`config.mk`:
```
export PLATFORM = sky130hd
export DESIGN_NAME = usec_timebase
export DESIGN_NICKNAME = d
export VERILOG_FILES = /design/src/rtl/tmb_pkg.sv /design/src/rtl/tmb_regs.sv /design/src/rtl/tmb_counter.sv /design/src/rtl/usec_timebase.sv
export SDC_FILE = /design/constraint.sdc
export NUM_CORES = 1
export LEC_CHECK = 0
export BUFFER_PORTS_ARGS = -buffer_cell sky130_fd_sc_hd__buf_2
export CORE_MARGIN = 5
export CORE_UTILIZATION = 60
export DETAILED_ROUTE_END_ITERATION = 10
export PLACE_DENSITY = 0.85
export SLEW_MARGIN = 20
export SYNTH_ARGS = -nofsm -noshare
export SYNTH_HDL_FRONTEND = slang
export SYNTH_SLANG_ARGS = --single-unit
```
`constraint.sdc`:
```
create_clock -name clk -period 3.6 [get_ports clk]
set_input_delay 1.08 -clock clk [delete_from_list [all_inputs] [get_ports clk]]
set_output_delay 1.08 -clock clk [all_outputs]
set_load 0.01 [all_outputs]
```
`src/rtl/tmb_pkg.sv`:
```
package tmb_pkg;
    localparam int ADDR_W = 6;
    localparam logic [3:0] W_HI_WR  = 4'd0;
    localparam logic [3:0] W_LO_WR  = 4'd1;
    localparam logic [3:0] W_HI_RD  = 4'd2;
    localparam logic [3:0] W_LO_RD  = 4'd3;
    localparam logic [3:0] W_RAW_HI = 4'd9;
    localparam logic [3:0] W_RAW_LO = 4'd10;
    localparam logic [3:0] W_DBG    = 4'd11;
    localparam logic [3:0] W_PAUSE  = 4'd12;

    typedef enum logic {
        CNT_RUN  = 1'b0,
        CNT_HOLD = 1'b1
    } cnt_state_e;
endpackage

```
`src/rtl/tmb_regs.sv`:
```
module tmb_regs
    import tmb_pkg::*;
#(
    parameter int HALF_W = 32,
    parameter int NDBG   = 2,
    localparam int CNT_W = 2 * HALF_W
) (
    input  logic              clk,
    input  logic              rst_n,
    input  logic              wr_i,
    input  logic              rd_i,
    input  logic [ADDR_W-1:0] addr_i,
    input  logic [HALF_W-1:0] wdata_i,
    input  logic [NDBG-1:0]   halt_i,
    input  logic [CNT_W-1:0]  count_i,
    output logic [HALF_W-1:0] rdata_o,
    output logic              commit_o,
    output logic [CNT_W-1:0]  commit_val_o,
    output logic              hold_o
);
    logic [3:0]        widx;
    logic [HALF_W-1:0] stage_q;
    logic [HALF_W-1:0] latch_q;
    logic [NDBG-1:0]   dbg_en_q;
    logic              pause_q;
    logic [HALF_W-1:0] rd_mux;
    logic [HALF_W-1:0] rdata_q;

    assign widx         = addr_i[5:2];
    assign commit_o     = wr_i && (widx == W_HI_WR);
    assign commit_val_o = {wdata_i, stage_q};
    assign hold_o       = pause_q || |(dbg_en_q & halt_i);

    // Register writes
    always_ff @(posedge clk or negedge rst_n) begin
        if (!rst_n) begin
            stage_q  <= '0;
            dbg_en_q <= '1;
            pause_q  <= 1'b0;
        end else if (wr_i) begin
            unique case (widx)
                W_LO_WR: stage_q  <= wdata_i;
                W_DBG:   dbg_en_q <= wdata_i[NDBG-1:0];
                W_PAUSE: pause_q  <= wdata_i[0];
                default: ;
            endcase
        end
    end

    // Read multiplexer
    always_comb begin
        rd_mux = '0;
        unique case (widx)
            W_HI_RD:  rd_mux = latch_q;
            W_LO_RD:  rd_mux = count_i[HALF_W-1:0];
            W_RAW_HI: rd_mux = count_i[CNT_W-1:HALF_W];
            W_RAW_LO: rd_mux = count_i[HALF_W-1:0];
            W_DBG:    rd_mux[NDBG-1:0] = dbg_en_q;
            W_PAUSE:  rd_mux[0] = pause_q;
            default:  rd_mux = '0;
        endcase
    end

    // Read data register and upper-half capture
    always_ff @(posedge clk or negedge rst_n) begin
        if (!rst_n) begin
            rdata_q <= '0;
            latch_q <= '0;
        end else if (rd_i) begin
            rdata_q <= rd_mux;
            if (widx == W_LO_RD) begin
                latch_q <= count_i[CNT_W-1:HALF_W];
            end
        end
    end

    assign rdata_o = rdata_q;
endmodule

```
`src/rtl/tmb_counter.sv`:
```
module tmb_counter
    import tmb_pkg::*;
#(
    parameter int CNT_W = 64
) (
    input  logic             clk,
    input  logic             rst_n,
    input  logic             tick_i,
    input  logic             hold_i,
    input  logic             commit_i,
    input  logic [CNT_W-1:0] commit_val_i,
    output logic [CNT_W-1:0] count_o
);
    cnt_state_e       state_q;
    cnt_state_e       state_d;
    logic             run_en;
    logic [CNT_W-1:0] count_q;

    // State register
    always_ff @(posedge clk or negedge rst_n) begin
        if (!rst_n) begin
            state_q <= CNT_RUN;
        end else begin
            state_q <= state_d;
        end
    end

    // Next state and outputs
    always_comb begin
        state_d = state_q;
        run_en  = 1'b0;
        unique case (state_q)
            CNT_RUN: begin
                run_en = 1'b1;
                if (hold_i) state_d = CNT_HOLD;   // RUN_TO_HOLD
            end
            CNT_HOLD: begin
                run_en = 1'b0;
                if (!hold_i) state_d = CNT_RUN;   // HOLD_TO_RUN
            end
            default: state_d = CNT_RUN;
        endcase
    end

    always_ff @(posedge clk or negedge rst_n) begin
        if (!rst_n) begin
            count_q <= '0;
        end else if (commit_i) begin
            count_q <= commit_val_i;
        end else if (tick_i && run_en) begin
            count_q <= count_q + 1'b1;
        end
    end

    assign count_o = count_q;
endmodule

```
`src/rtl/usec_timebase.sv`:
```
module usec_timebase
    import tmb_pkg::*;
#(
    parameter int HALF_W = 32,
    parameter int NDBG   = 2,
    localparam int CNT_W = 2 * HALF_W
) (
    input  logic              clk,
    input  logic              rst_n,
    input  logic              tick_i,
    input  logic [NDBG-1:0]   halt_i,
    input  logic              bus_wr_i,
    input  logic              bus_rd_i,
    input  logic [ADDR_W-1:0] bus_addr_i,
    input  logic [HALF_W-1:0] bus_wdata_i,
    output logic [HALF_W-1:0] bus_rdata_o,
    output logic [CNT_W-1:0]  count_o
);
    logic             commit_w;
    logic [CNT_W-1:0] commit_val_w;
    logic             hold_w;

    tmb_regs #(.HALF_W(HALF_W), .NDBG(NDBG)) u_regs (
        .clk          (clk),
        .rst_n        (rst_n),
        .wr_i         (bus_wr_i),
        .rd_i         (bus_rd_i),
        .addr_i       (bus_addr_i),
        .wdata_i      (bus_wdata_i),
        .halt_i       (halt_i),
        .count_i      (count_o),
        .rdata_o      (bus_rdata_o),
        .commit_o     (commit_w),
        .commit_val_o (commit_val_w),
        .hold_o       (hold_w)
    );

    tmb_counter #(.CNT_W(CNT_W)) u_counter (
        .clk          (clk),
        .rst_n        (rst_n),
        .tick_i       (tick_i),
        .hold_i       (hold_w),
        .commit_i     (commit_w),
        .commit_val_i (commit_val_w),
        .count_o      (count_o)
    );
endmodule

```
==> results of run 1 <==
worst min-delay path, stage by stage, from the launching register on:
cell     delay [ns]
dfrtp_1        0.34
nand2_1        0.05
o21ai_0        0.06
flip-flops by register name, indices dropped and copies added (netlist names):
register and flops:
u_regs.rdata_o 32, u_regs.latch_q 32, u_regs.pause_q 1, u_regs.stage_q 32, u_regs.dbg_en_q 2, u_counter.state_q 1, u_counter.count_o 64
layout by cell type (no fill, tap or decap), drive strengths merged, types with 27 or more instances in the layout:
| cell | count |
|---|---|
| nand2 | 77 |
| nor2 | 27 |
| o22ai | 30 |
| dfrtp | 162 |
| buf | 154 |
| o21ai | 53 |
| mux2 | 67 |
| a222oi | 31 |
| xnor2 | 36 |
| inv | 38 |
worst max path at each step:
stage               startpoint  cells after the start  slack [ns]               endpoint
finish                  tick_i                      7        0.83  u_counter.count_o[63]
global route            tick_i                      7        0.78  u_counter.count_o[63]
CTS                     tick_i                      7        0.88  u_counter.count_o[63]
detailed placement      tick_i                      7        0.46  u_counter.count_o[63]
global placement        tick_i                      7        0.49  u_counter.count_o[63]
floorplan               tick_i                      6        0.94  u_counter.count_o[57]
logic make-up (layout without fill, tap and decap cells):
family,after synthesis,after routing,share of synthesized area (%)
adder cells (fa/ha/maj),1,1,0.160
AO/OA/AOI/OAI,135,135,11.4
multiplexers,69,69,9.90
flip-flops,164,164,52.5
XOR/XNOR,62,62,6.94
AND/OR/NAND/NOR,226,226,15.2
buffers and inverters,80,224,3.89
Yosys cell counts (3+ instances only):
| library cell | count | share of area (%) |
|---|---|---|
| a21oi_1 | 12 | 0.77 |
| a222oi_1 | 31 | 4.0 |
| and2_1 | 6 | 0.48 |
| and3_1 | 6 | 0.48 |
| and4_1 | 13 | 1.5 |
| buf_1 | 5 | 0.24 |
| clkbuf_1 | 34 | 1.6 |
| dfrtp_1 | 162 | 52 |
| inv_1 | 38 | 1.8 |
| mux2_2 | 67 | 9.6 |
| nand2_1 | 77 | 3.7 |
| nand2b_1 | 3 | 0.24 |
| nand3_1 | 25 | 1.6 |
| nand4_1 | 20 | 1.6 |
| nor2_1 | 27 | 1.3 |
| nor3_1 | 16 | 1.0 |
| nor4_1 | 10 | 0.80 |
| o21ai_0 | 51 | 3.3 |
| o22ai_1 | 30 | 2.4 |
| xnor2_1 | 36 | 4.0 |
| xor2_1 | 26 | 2.9 |
layer usage:
| layer | track usage [%] | part of all wire, % | up-vias | routed length [um] |
|---|---|---|---|---|
| li1 | - | - | 2933 | - |
| met1 | 37.8 | 38 | 3316 | 8680 |
| met2 | 46.6 | 48 | 412 | 10900 |
| met3 | 8.96 | 10 | 92 | 2310 |
| met4 | 12.6 | 3.6 | 0 | 823 |
| met5 | 0 | 0 | - | 0 |
metrics by stage:
step / hold slack [ns] / cell area (um2)
finish: 0.475 / 9320
global route: 0.504 / 9320
CTS: 0.477 / 9320
detailed placement: 0.461 / 8780
global placement: 0.451 / 8780
floorplan: 0.444 / 7830
report_power, final:
| part | total (mW) | internal [mW] | leakage [nW] | switching (mW) |
|---|---|---|---|---|
| logic | 1.01 | 0.502 | 1.68 | 0.504 |
| registers | 2.74 | 2.23 | 2.09 | 0.507 |
| clock network | 1.66 | 0.933 | 0.244 | 0.727 |
final cells by class:
cell class	instances	area, um2
Clock buffer	24	482
Timing Repair Buffer	154	867
Fill cell	912	3400
Tap cell	172	215
Clock inverter	8	55.1
Inverter	38	143
Multi-Input combinational cell	493	3450
Sequential cell	164	4110
==> flow_summary.toml, run 1 <==
[outcome]
status = "finished, final reports clean"

[logic_synthesis]
synth_edf_count = 0
synthCells = 737
async_flop_share_pct = 100
synth.distinct_cells = 49
ys.flop_type = "dfrtp_1"
synth.yosys.seq_area_share_pct = 52.5
yosys_warnings = 0
synth_area_um2 = 7830
ys_ff_latch = 164
syn_nets = 783
avgSynthCellArea_um2 = 10.6

[finish]
layout.cells.non_filler = 1053
drive_gt1_share_pct = 29.9
fin_util_pct = 73.2
area_delta_synth_final_pct = 19.1
nets = 914
n_antenna_cell = 0

[sta]
fmax_mhz = 361
fin_crit_sh_pct = 76.9
hold_viol_final = 0
tightest_slew_ns = 0.947
fin_crit_ns = 2.77
slew_headroom_pct = 36.7
setup_violations = 0
worst_slack_ns = 0.832
fin_setup_tns_ns = 0
slew_violations = 0
clock_skew_ns = 0.0105
grt_setup_unrepaired = "false"

[cts]
clockBufferDepth = 2
clock-sinks = 164
h-tree-depth = 4
cts_buffers = 17
cts_resized = 0
postCtsHoldBufs = 0
root_buffer = "clkbuf_16"
clkLatencyLatePin_ns = 0.44
clk_pin_slew_ns = 0.06
post-cts-setup-buffers = 0
cts_tree = "yes"

[routing]
viasPerCell = 6.41
drt.antenna.violating_nets = 0
first_iter_violations = 996
num_vias = 6753
wl_per_cell_um = 21.6
routed_wl_um = 22700
dr.pass1.iters = 9
route.detailed.drc = 0

[global_routing]
grt_max_degree = 67
antenna_found_initial = 0
grt-ovfl-total = 0
grt_pass1_vias = 6820
grt_pass1_wl_um = 36400
track_usage_pct = 29.5

[setup_path]
arrival_ns = 3.06
end_kind = "register"
start_kind = "input pin"
cp_max_fo = 6
path_buf_inv = 1
timing.reg2reg.setup_slack_ns = 0.98
critPathTopFamily = "simple AND/OR/NAND/NOR gates"
cp_cell_sequence = "buf_2 -> nand4b_1 -> nand4b_2 -> or4_4 -> nor4_1 -> xnor2_1 -> o21ai_1"
max_stage_delay_ns = 0.60
critPathKind = "input pin to register"
worst_r2r_endpoint = "u_counter.count_o[63]"
r2r_start = "u_counter.count_o[26]"
critPathSlowestCell = "or4_4"
crit_required_ns = 3.89
reg2regPathDepth = 6

[floorplanning]
row_count = 41
start_util_pct = 61.5
ios = 141
dieArea_um2 = 15400
die_h_um = 124
coreArea_um2 = 12700
dieWidth_um = 124

[min_path]
min_path_type = "register to register"
min_to = "u_counter.count_o[10]"
min_path_cells = 2
hold_path.startpoint = "u_regs.stage_q[10]"

[run]
drv_cap = 0

[power_and_ir_drop]
total_power_mw = 5.41
power.density_nw_per_um2 = 580
ir_drop_uv = 393
leakage_nw = 4.01

[placement]
place_congestion = 0.915
place_ws_ns = 0.459
place_inst = 1021
dp_hpwl_um = 15700
port_buffers = 138
Note: power is estimated with default switching activity, not from simulation.
==> inputs of run 2 (changes only) <==
--- a/config.mk
+++ b/config.mk
@@ -7,9 +7,9 @@
 export LEC_CHECK = 0
 export BUFFER_PORTS_ARGS = -buffer_cell sky130_fd_sc_hd__buf_2
 export CORE_MARGIN = 5
-export CORE_UTILIZATION = 60
+export CORE_UTILIZATION = 51
 export DETAILED_ROUTE_END_ITERATION = 10
-export PLACE_DENSITY = 0.85
+export PLACE_DENSITY = 0.77
 export SLEW_MARGIN = 20
 export SYNTH_ARGS = -nofsm -noshare
 export SYNTH_HDL_FRONTEND = slang
==> constraint.sdc (replaced) <==
create_clock -name clk -period 2.5 [get_ports clk]
set_input_delay 0.75 -clock clk [delete_from_list [all_inputs] [get_ports clk]]
set_output_delay 0.75 -clock clk [all_outputs]
set_load 0.01 [all_outputs]
==> run 2 against run 1 <==
Core utilization down 8.5 points; final cell count up 6.3%; sequential cell count unchanged; total power up 53%; first-iteration DRC count down 16%; design area up 5.2%; count of clock-buffer cells in the layout decreased by 5; critical path type is now register to register; critical endpoint is now u_counter.count_o[47]; largest power group unchanged.
==> flow_summary.toml, run 2 (synthesis results as in run 1) <==
[power_and_ir_drop]
ir_drop_uv = 496
p_sw_mw = 2.57
p_clk_share_pct = 32.5
power.density_nw_per_um2 = 843
power_frac_comb_pct = 22.3
leakage_nw = 4.31
power_frac_seq_pct = 45.2
total_power_mw = 8.27
swShare_pct = 31.1
p_int_mw = 5.69

[setup_path]
cp_max_fo = 8
crit_required_ns = 2.80
cp_cell_sequence = "nand4_1 -> or4_1 -> or3_1 -> nor3_2 -> xnor2_1 -> a21oi_1"
critPathSlowestCell = "or3_1"
end_kind = "register"
critPathKind = "register to register"
start_kind = "register"
max_stage_delay_ns = 0.50
timing.reg2reg.setup_slack_ns = 0.17
arrival_ns = 2.64

[sta]
slew_headroom_pct = 63.1
clock_skew_ns = 0.0106
hold_viol_final = 0
setup_violations = 0
slew_violations = 0
fmax_mhz = 429
grt_setup_unrepaired = "false"
tightest_slew_ns = 0.553
fin_crit_ns = 2.33
fin_crit_sh_pct = 93.3

[cts]
clk_pin_slew_ns = 0.07
clockBufferDepth = 2
cts_tree = "yes"
cts_resized = 0
clock-sinks = 164
postCtsHoldBufs = 0
root_buffer = "clkbuf_16"
clkLatencyLatePin_ns = 0.43
h-tree-depth = 4
cts_buffers = 17
post-cts-setup-buffers = 0

[floorplanning]
die_h_um = 134
ios = 141
dieWidth_um = 134
coreArea_um2 = 15100
start_util_pct = 51.7
row_count = 45
dieArea_um2 = 17900

[finish]
mostFrequentLayoutCell = "dfrtp_1"
layout.cells.non_filler = 1119
largest_reg_flops = 64
n_antenna_cell = 0
nets = 964
n_fill_cell = 1154
final_cell_mix = "dfrtp_1, buf_2, nand2_1"
drive_gt1_share_pct = 33.9
fin_util_pct = 64.7
area_delta_synth_final_pct = 25.3

[routing]
viasPerCell = 6.04
dr.pass1.iters = 9
routed_wl_um = 23200
num_vias = 6755
route.detailed.drc = 0
wl_per_cell_um = 20.7
drt.antenna.violating_nets = 0
first_iter_violations = 837

[outcome]
status = "finished, final reports clean"

[global_routing]
track_usage_pct = 26.4
grt_pass1_wl_um = 37100
grt_max_degree = 57
antenna_found_initial = 0
grt_pass1_vias = 6881
grt-ovfl-total = 0

[run]
drv_cap = 0

[placement]
port_buffers = 138
dp_hpwl_um = 16700
place_inst = 1087
place_congestion = 0.941

[min_path]
min_path_type = "input pin to asynchronous set/reset pin"
run 2: critical path: cells and delay by family, from the launching register on:
kind             cells  cell delay (ns)
XOR/XNOR             1             0.15
AND/OR/NAND/NOR      4             1.48
flip-flops           1             0.49
AO/OA/AOI/OAI        1             0.08
run 2: path summary, 6_finish.rpt:
check / from / endpoint / depth (start not counted)
hold reg to reg: u_regs.stage_q[11] / u_counter.count_o[11] / 2
max in group asynchronous: rst_n / u_counter.count_o[6] / 2
hold / removal: rst_n / u_regs.stage_q[13] / 1
min in group clk: u_regs.stage_q[11] / u_counter.count_o[11] / 2
setup reg to reg: u_counter.count_o[4] / u_counter.count_o[47] / 6
setup / recovery: u_counter.count_o[4] / u_counter.count_o[47] / 6
run 2: cell type report:
cell class,instances,area [um2],area share [%]
clock buffers,19,443,4.52
repair buffers,204,1270,12.9
multi-input cells,493,3450,35.2
inverters,38,143,1.46
well taps,188,235,2.40
clock inverters,13,158,1.61
flip-flops and latches,164,4110,41.9
run 2: per-stage QoR:
stage                     worst slack, ns  setup TNS [ns]  hold slack (ns)  cell area [um2]
after floorplan                     0.170               0            0.444             7830
after global placement            -0.0921          -0.371            0.450             9200
after detailed placement           -0.141          -0.869            0.466             9200
after CTS                           0.184               0            0.303             9800
after global routing               0.0362               0            0.317             9800
final                               0.167               0            0.298             9800
run 2: routing by layer:
metal | GRT usage (%) | routed length, um | vias to the layer above | share of wire, %
met1 | 35.7 | 9600 | 3290 | 41
met5 | 0 | 0 | - | 0
met3 | 6.30 | 1970 | 66 | 8.5
met2 | 40.8 | 10800 | 348 | 46
met4 | 11.3 | 843 | 0 | 3.6
li1 | - | - | 3051 | -
run 2: power groups by stage:
stage | combinational [mW] | clock (mW) | sequential (mW)
6_report | 1.85 | 2.68 | 3.74
3_5_place_dp | 1.83 | 0 | 3.76
2_1_floorplan | 0.751 | 0 | 3.84
4_1_cts | 1.85 | 2.70 | 3.72
5_1_grt | 2.00 | 2.82 | 3.81
3_3_place_gp | 1.78 | 0 | 3.72
